[src/rtl/smb_pkg.sv]
// Shared types for the serial register slave.
package smb_pkg;
    // Bus-level phase of the slave
    typedef enum logic [2:0] {
        ST_IDLE,    // waiting for a start condition
        ST_RX,      // shifting in a byte from the host
        ST_RACK,    // slave drives ACK for the ninth pulse
        ST_TX,      // slave shifts a byte out
        ST_HACK     // host acknowledge slot after a sent byte
    } smb_state_e;

    // Meaning of the byte currently being received
    typedef enum logic [1:0] {
        RB_ADDR,
        RB_IDX,
        RB_CNT,
        RB_DATA
    } smb_rxrole_e;
endpackage

[src/rtl/smb_line_sync.sv]
// Brings SCL/SDA into the clk domain and flags bus events.
// Assumes both lines stay stable for several clk periods around every edge.
module smb_line_sync #(
    parameter int STAGES = 2
) (
    input  logic clk,
    input  logic rst_n,
    input  logic scl_i,
    input  logic sda_i,
    output logic sda_o,
    output logic start_o,
    output logic stop_o,
    output logic rise_o,
    output logic fall_o
);
    logic [STAGES-1:0] scl_q, sda_q;
    logic              scl_d, sda_d;
    logic              scl_s;

    // Shift raw lines through the synchroniser chain and keep one delayed copy
    always_ff @(posedge clk) begin
        if (!rst_n) begin
            scl_q <= '1;
            sda_q <= '1;
            scl_d <= 1'b1;
            sda_d <= 1'b1;
        end else begin
            scl_q <= {scl_q[STAGES-2:0], scl_i};
            sda_q <= {sda_q[STAGES-2:0], sda_i};
            scl_d <= scl_q[STAGES-1];
            sda_d <= sda_q[STAGES-1];
        end
    end

    // Decode edges and start/stop from the current and previous samples
    always_comb begin
        scl_s   = scl_q[STAGES-1];
        sda_o   = sda_q[STAGES-1];
        start_o = scl_d & scl_s & sda_d & ~sda_o;
        stop_o  = scl_d & scl_s & ~sda_d & sda_o;
        rise_o  = ~scl_d & scl_s;
        fall_o  = scl_d & ~scl_s;
    end
endmodule

[src/rtl/smb_regbank.sv]
// Bank of DEPTH 8-bit registers with one write port and one read port.
// Location CNT_LOC resets to CNT_RST and all others reset to zero.
// Addresses at or above DEPTH match no register and read as zero.
module smb_regbank #(
    parameter int         DEPTH   = 16,
    parameter int         CNT_LOC = 8,
    parameter logic [7:0] CNT_RST = 8'h08
) (
    input  logic               clk,
    input  logic               rst_n,
    input  logic               we,
    input  logic [7:0]         waddr,
    input  logic [7:0]         wdata,
    input  logic [7:0]         raddr,
    output logic [7:0]         rdata,
    output logic [7:0]         cnt_o,
    output logic [DEPTH*8-1:0] regs_o
);
    localparam int AW = (DEPTH > 1) ? $clog2(DEPTH) : 1;

    logic [7:0] mem [DEPTH];

    for (genvar g = 0; g < DEPTH; g++) begin : g_reg
        localparam logic [7:0] RST_VAL = (g == CNT_LOC) ? CNT_RST : 8'h00;
        // Hold one register, loaded when the write address selects it
        always_ff @(posedge clk) begin
            if (!rst_n)                      mem[g] <= RST_VAL;
            else if (we && waddr == 8'(g))   mem[g] <= wdata;
        end
        assign regs_o[g*8 +: 8] = mem[g];
    end

    // Read mux with zero beyond the last register
    always_comb begin
        rdata = (int'(raddr) < DEPTH) ? mem[raddr[AW-1:0]] : 8'h00;
        cnt_o = mem[CNT_LOC];
    end
endmodule

[src/rtl/smb_blkreg_slave.sv]
// Indexed block-access register slave on a two-wire bus.
// Write: S, {DEV_ADDR,0}, index, count, data...  P
// Read:  S, {DEV_ADDR,0}, index, Sr, {DEV_ADDR,1}, then count byte and data until NACK.
// Assumes SCL high and low phases last several clk periods longer than the synchroniser delay.
module smb_blkreg_slave #(
    parameter logic [6:0] DEV_ADDR    = 7'h69,
    parameter int         DEPTH       = 16,
    parameter int         CNT_LOC     = 8,
    parameter logic [7:0] CNT_RST     = 8'h08,
    parameter int         SYNC_STAGES = 2
) (
    input  logic               clk,
    input  logic               rst_n,
    input  logic               scl_i,
    input  logic               sda_i,
    output logic               sda_oe_o,
    output logic [DEPTH*8-1:0] regs_o
);
    import smb_pkg::*;

    logic sda_s, start_ev, stop_ev, rise_ev, fall_ev;

    smb_state_e  state_q;
    smb_rxrole_e role_q;
    logic [7:0]  shreg_q, txsh_q, ptr_q, rem_q;
    logic [3:0]  bitcnt_q;
    logic        go_tx_q, first_q, hack_ok_q, oe_q;
    logic        we;
    logic [7:0]  rdata, cnt_val, txbyte;

    smb_line_sync #(.STAGES(SYNC_STAGES)) u_sync (
        .clk(clk), .rst_n(rst_n), .scl_i(scl_i), .sda_i(sda_i),
        .sda_o(sda_s), .start_o(start_ev), .stop_o(stop_ev),
        .rise_o(rise_ev), .fall_o(fall_ev)
    );

    smb_regbank #(.DEPTH(DEPTH), .CNT_LOC(CNT_LOC), .CNT_RST(CNT_RST)) u_bank (
        .clk(clk), .rst_n(rst_n), .we(we), .waddr(ptr_q), .wdata(shreg_q),
        .raddr(ptr_q), .rdata(rdata), .cnt_o(cnt_val), .regs_o(regs_o)
    );

    // Write strobe at the end of a data byte that is still inside the count
    always_comb begin
        we = (state_q == ST_RX) && fall_ev && (bitcnt_q == 4'd8) &&
             (role_q == RB_DATA) && (rem_q != 8'd0) && !stop_ev && !start_ev;
        txbyte = first_q ? cnt_val : rdata;
    end

    // Bus protocol sequencer
    always_ff @(posedge clk) begin
        if (!rst_n) begin
            state_q   <= ST_IDLE;
            role_q    <= RB_ADDR;
            shreg_q   <= '0;
            txsh_q    <= '0;
            ptr_q     <= '0;
            rem_q     <= '0;
            bitcnt_q  <= '0;
            go_tx_q   <= 1'b0;
            first_q   <= 1'b0;
            hack_ok_q <= 1'b0;
            oe_q      <= 1'b0;
        end else if (stop_ev) begin
            state_q <= ST_IDLE;
            oe_q    <= 1'b0;
        end else if (start_ev) begin
            state_q  <= ST_RX;
            role_q   <= RB_ADDR;
            bitcnt_q <= '0;
            oe_q     <= 1'b0;
        end else begin
            unique case (state_q)
                ST_RX: begin
                    if (rise_ev && bitcnt_q < 4'd8) begin
                        shreg_q  <= {shreg_q[6:0], sda_s};
                        bitcnt_q <= bitcnt_q + 4'd1;
                    end else if (fall_ev && bitcnt_q == 4'd8) begin
                        bitcnt_q <= '0;
                        oe_q     <= 1'b1;
                        state_q  <= ST_RACK;
                        go_tx_q  <= 1'b0;
                        unique case (role_q)
                            RB_ADDR: begin
                                if (shreg_q[7:1] == DEV_ADDR) begin
                                    go_tx_q <= shreg_q[0];
                                    first_q <= 1'b1;
                                    role_q  <= RB_IDX;
                                end else begin
                                    oe_q    <= 1'b0;
                                    state_q <= ST_IDLE;
                                end
                            end
                            RB_IDX: begin
                                ptr_q  <= shreg_q;
                                role_q <= RB_CNT;
                            end
                            RB_CNT: begin
                                rem_q  <= shreg_q;
                                role_q <= RB_DATA;
                            end
                            RB_DATA: begin
                                ptr_q <= ptr_q + 8'd1;
                                if (rem_q != 8'd0) rem_q <= rem_q - 8'd1;
                            end
                        endcase
                    end
                end
                ST_RACK, ST_HACK: begin
                    if (state_q == ST_HACK && rise_ev) begin
                        hack_ok_q <= ~sda_s;
                    end else if (fall_ev) begin
                        if ((state_q == ST_RACK && go_tx_q) ||
                            (state_q == ST_HACK && hack_ok_q)) begin
                            txsh_q   <= txbyte;
                            oe_q     <= ~txbyte[7];
                            bitcnt_q <= 4'd1;
                            first_q  <= 1'b0;
                            state_q  <= ST_TX;
                            if (!first_q) ptr_q <= ptr_q + 8'd1;
                        end else begin
                            oe_q    <= 1'b0;
                            state_q <= (state_q == ST_RACK) ? ST_RX : ST_IDLE;
                        end
                    end
                end
                ST_TX: begin
                    if (fall_ev) begin
                        if (bitcnt_q == 4'd8) begin
                            oe_q      <= 1'b0;
                            hack_ok_q <= 1'b0;
                            state_q   <= ST_HACK;
                        end else begin
                            oe_q     <= ~txsh_q[6];
                            txsh_q   <= {txsh_q[6:0], 1'b0};
                            bitcnt_q <= bitcnt_q + 4'd1;
                        end
                    end
                end
                default: ;
            endcase
        end
    end

    assign sda_oe_o = oe_q;
endmodule

[config.mk]
export PLATFORM = sky130hd
export DESIGN_NAME = smb_blkreg_slave
export DESIGN_NICKNAME = d
export VERILOG_FILES = /design/src/rtl/smb_pkg.sv /design/src/rtl/smb_line_sync.sv /design/src/rtl/smb_regbank.sv /design/src/rtl/smb_blkreg_slave.sv
export SDC_FILE = /design/constraint.sdc
export NUM_CORES = 1
export LEC_CHECK = 0
export BUFFER_PORTS_ARGS = -buffer_cell sky130_fd_sc_hd__clkbuf_2
export CORE_UTILIZATION = 58
export DETAILED_ROUTE_END_ITERATION = 10
export PLACE_DENSITY = 0.81
export SYNTH_ARGS = -nofsm -noshare
export SYNTH_HDL_FRONTEND = slang
export SYNTH_SLANG_ARGS = --single-unit
export TNS_END_PERCENT = 20
[constraint.sdc]
create_clock -name clk -period 3.13 [get_ports clk]
set_clock_uncertainty 0.15 [all_clocks]
set_input_delay 0.4695 -clock clk [delete_from_list [all_inputs] [get_ports clk]]
set_output_delay 0.4695 -clock clk [all_outputs]
set_load 0.02 [all_outputs]
# Yosys cells after proc, flatten, opt, wreduce, memory -nomap -nowiden
# Memories as Yosys holds them, arrays and structs flattened. A register that Yosys moved wholly into a read port is not among the register bits.
# Cells that the tools add are included.
dict set report totals {
  reg_bits 50
  latchBits 0
  mem_bits_rw 128
  mem_bits_ro 0
  inputBits 4
  out_inout_bits 129
  elab_cells 296
  memories 1
}
dict set report classes {
  n_addsub 3
  n_mul 0
  div_mod_pow 0
  n_lt_le_gt_ge 2
  eq_ne 49
  n_shift 0
  muxes 136
  n_bitwise 33
  reduce_logical 56
}
# name words word_bits rd rd_clocked_by_memory_dff write_ports line
set memory_table {}
lappend memory_table {u_bank.mem 16 8 17 1 16 smb_regbank.sv:21} ;# logic [7:0] mem [DEPTH];
# op n
set ops {}
lappend ops {{8-bit 2-to-1 mux} 25}
lappend ops {{1-bit 2-to-1 mux} 72}
lappend ops {{8-bit by 4-bit == test with 1-bit output (second input constant)} 8}
lappend ops {{8-bit case mux with 2 select lines} 3}
lappend ops {{4-bit 2-to-1 mux} 10}
lappend ops {{7-bit 2-to-1 mux} 5}
lappend ops {{8-bit by 3-bit == test with 1-bit output (second input constant)} 4}
lappend ops {{1-bit logical AND} 27}
lappend ops {{3-bit != test (second input constant)} 8}
lappend ops {{7-bit AND reduction} 3}
lappend ops {{2-bit != test (second input constant)} 10}
lappend ops {{10-bit AND reduction} 2}
lappend ops {{3-bit 2-to-1 mux} 6}
lappend ops {{6-bit AND reduction} 3}
lappend ops {{8-bit by 2-bit == test with 1-bit output (second input constant)} 2}
lappend ops {{2-bit 2-to-1 mux} 8}
lappend ops {{1-bit bitwise OR} 16}
lappend ops {{8-bit AND reduction} 2}
lappend ops {{7-bit case mux with 2 select lines} 1}
lappend ops {{4-bit case mux with 3 select lines} 1}
lappend ops {{1-bit NOT} 10}
lappend ops {{2-bit nonzero test} 5}
lappend ops {{3-bit case mux with 3 select lines} 1}
lappend ops {{8-bit by 1-bit adder with 8-bit output (second input constant)} 1}
lappend ops {{other kinds (31)} 46}

# Depth between registers and ports, before layout
dict set report depth {
  word_depth 13
  mapped_depth 9
  depth_no_buf 7
}

# Cells and area by module
# From an unflattened synthesis, not the netlist that was laid out.
dict set report unflattened {
  hier_cells 798
  area_unflattened_um2 9225.1
}
# module n_inst cells_each area_each_um2
set modules_own_cells {}
lappend modules_own_cells {smb_regbank 1 420 6113.4}
lappend modules_own_cells {smb_blkreg_slave 1 362 2921.6}
lappend modules_own_cells {smb_line_sync 1 16 190.2}

# Least setup slack after synthesis
# OpenSTA, ideal clock, no wires.
dict set report synth_timing {
  path_kind {flip-flop to flip-flop}
  from {reg state_q[2]}
  to {mem u_bank.mem[14][0] (enable)}
  arrival_ns 2.223
  required_time_ns 2.596
  slack_ns 0.373
  path_stages_with_launch 7
  n_path_buf 2
  period_less_slack_ns 2.757
  path_cell_list {dfxtp_1 -> buf_2 -> or3b_1 -> nor3_4 -> nand3_2 -> clkbuf_1 -> o21ai_0}
}
# item line
set synth_rtl {}
lappend synth_rtl {{from (decl)} smb_blkreg_slave.sv:23} ;# smb_state_e state_q;
lappend synth_rtl {{from (signal assigned)} smb_blkreg_slave.sv:122} ;# state_q <= (state_q == ST_RACK) ? ST_RX : ST_IDLE;
lappend synth_rtl {{to (decl)} smb_regbank.sv:21}

==> out/qor.yml <==
run_status: "finished, final reports clean"
first_global_vias: 6857
critPathSlowestCell: "a31oi_1"
power_frac_seq_pct: 50.9
power_switching_mw: 1.315
number_of_optimization_iterations_in_the_first_detailed_route_pass: 6
placed_area_sq_um: 10170
syn_to_final_growth_pct: 17.53
fp.dieArea_sq_um: 16300
cp_cell_sequence: "ha_1, inv_1, a31oi_1, nand3_2, o21ai_0, buf_4"
die_h_microns: 127.7
grt_start_max_net_pins: 30
cts_tree: "built"
synth_warn: 0
clkSlewWorstSetupHoldPaths_ps: 70
setup_crit_start_kind: "flip-flop"
synth.area.top_cells: "edfxtp_1 (42%), dfxtp_1 (12%), mux4_2 (9.3%)"
slowest_delay_ps: 550
remaining_drc_errors: 0
worst-slew-pin-transition_ps: 1026
routed-via-count: 7512
finalSetupTns_ps: 0
post-place-cells: 1128
cts-resized-gates: 0
worst_hold_slack_ps: 63.55
post-synth-top-area-cell: "edfxtp_1"
final_critical_path_setup_slack_ps: 259.6
power.ir.vdd_worst_mv: 0.4145
finalPower_mw: 5.376
cts_hold_buffers: 0
finalNetCount: 953
syn_area_per_cell_sq_um: 11.40
asyncSetResetFlopFracSynth_pct: 0
gp_congestion: 0.9106
final_cells: 1159
power.share.clock_pct: 41.4
hold_class: "in2reg"
multi_input_logic_area_sq_um: 3884
cell_internal_pwr_mw: 4.061
arrival_ps: 2880
antenna_cells_inserted: 0
gate_count_after_technology_mapping: 804
power_density_nw_per_um2: 499.2
timing_hold_violations_final: 0
cts_buffers: 17
cellLeakagePower_nw: 3.920
worst-endpoint-required_ps: 3140
relSlewSlack_pct: 31.62
rsz0062_at_grt: "no"
synth_area_sq_um: 9163
worstPathMaxFanout: 19
dp_slack_ps: 343.9
post-route-cell-area_sq_um: 10770
clock-sinks: 182
power.share.switching_pct: 24.46
critical_path.top_delay_family: "compound AO/OA/AOI/OAI gates"
fin_util_pct: 70.32
worstPathBufferInverterCount: 2
grt_pass1_wl_microns: 40220
wl_per_cell_microns: 22.73
grt-ovfl-total: 0
clk_root_buffer_cell: "clkbuf_16"
cts_max_level: 4
count_of_maximum_capacitance_violations: 0
ioPinCount: 133
clk-insertion-delay-late_ps: 440
report.final.slew_viol_count: 0
maxClockFrequency_mhz: 348.4
power_frac_comb_pct: 7.7
hpwlAfterDp_microns: 18090
drive_gt1_share_pct: 28.59
seq_area_frac_synth_pct: 53.75
synth_fp_nets: 821
antenna_found_initial: 0
dieWidth_microns: 127.7
min_period_over_period_pct: 91.70
start_util_pct: 59.83
final-setup-viol-count: 0
timing.critical_path.to_type: "flip-flop"
drtIter0Drc: 1310
n_fill_cell: 1066
sequential_cell_area_sq_um: 4926
cts.path.max_buffers: 2
placeable_core_region_sq_um: 15310
groute.usage.overall_pct: 33.87
yosysTopAreaCellShare_pct: 41.95
synth-seq-cells: 182
netlist_cell_types: 67
setup_crit_path_kind: "reg2reg"
synth-main-ff-cell: "edfxtp_1"
io_buffer_count: 132
synth_enable_flop_cells: 128
wl_microns: 26350
floorplan.rows: 45
detail_route.vias_per_cell: 6.481
fin_crit_ps: 2870
postCtsSetupBuffers: 0
antenna_left: 0
synth_stat cells, types with 16 or more instances:
master      n
a21oi_1    30
and2_1     66
buf_2      16
clkbuf_1   46
dfxtp_1    54
edfxtp_1  128
inv_1      17
mux4_2     38
nand2_1    48
nand3_1    35
nor2_1     45
nor3_1     79
o21ai_0    34
metal layers:
metal | wire, microns | up-vias | track usage [%]
met1 | 10000 | 3551 | 46.63
met3 | 3456 | 80 | 8.932
met2 | 12050 | 622 | 51.30
met4 | 833 | 0 | 14.26
met5 | 0 | - | 0
li1 | - | 3259 | -
area by class of cell:
class | count | area share, %
clock buffer | 18 | 3.985
inverter | 21 | 0.7320
multi-input combinational | 535 | 36.06
timing repair buffer | 179 | 9.411
tap | 211 | 2.451
sequential | 182 | 45.74
clock inverter | 13 | 1.615
cells in the final DEF (no fill, tap or decap), types with 4 or more instances in the layout:
cell	n
mux2i_1	8
buf_4	47
nor3b_1	6
nor2_4	4
edfxtp_1	128
nand2b_1	12
a31oi_1	6
dfxtp_1	53
o311ai_0	7
clkbuf_2	132
ha_1	13
inv_1	17
nand4_1	4
nand3_1	35
clkinv_1	5
a211oi_1	4
nor2_1	45
nand2_1	48
nand3b_1	6
o2bb2ai_1	6
and2_1	66
o211ai_1	6
o21ai_0	34
clkbuf_16	17
o22ai_1	4
mux4_2	38
and3_1	5
o31ai_1	7
nor3_1	79
a21oi_1	30
or3_1	5
or3b_2	4
flip-flops by register name (all words and copies together) (netlist names), 2 cells and up, named ones only:
name,cells
bitcnt_q,4
ptr_q,8
rem_q,8
role_q,2
shreg_q,8
state_q,3
txsh_q,7
u_bank.mem,128
u_sync.scl_q,2
u_sync.sda_q,2
cells by family after synthesis:
group,after synthesis,synth area share [%]
AO/OA/AOI/OAI,128,9.354
adder cells (fa/ha/maj),13,1.775
buffers and inverters,87,3.865
multiplexers,48,10.46
AND/OR/NAND/NOR,344,20.61
XOR/XNOR,2,0.1912
flip-flops,182,53.75
power groups by stage:
stage,clock network [mW],logic [mW],registers (mW)
floorplan,0,0.153,2.85
CTS,2.23,0.409,2.73
global placement,0,0.401,2.78
global route,2.33,0.430,2.74
detailed placement,0,0.405,2.78
finish,2.23,0.413,2.74
worst reg2reg max path: cells and delay by family (launching register included):
| family | cells | cell delay, ps |
|---|---|---|
| simple gates | 1 | 520 |
| buf+inv | 2 | 330 |
| fa+ha+maj | 1 | 190 |
| compound gates | 2 | 1000 |
| flops | 1 | 400 |
path summary, 6_finish.rpt:
kind | startpoint | to | slack, ps | depth (start not counted)
min reg2reg | u_sync.scl_q[0]$_SDFF_PN1_ | u_sync.scl_q[1]$_SDFF_PN1_ | 270 | 1
max | role_q[0]$_SDFFE_PN0P_ | u_bank.mem[1][3]$_SDFFCE_PN0P_ | 260 | 6
max reg2reg | role_q[0]$_SDFFE_PN0P_ | u_bank.mem[1][3]$_SDFFCE_PN0P_ | 260 | 6
min | sda_i | u_sync.sda_q[0]$_SDFF_PN1_ | 60 | 2
Note: power is estimated with default switching activity, not from simulation.
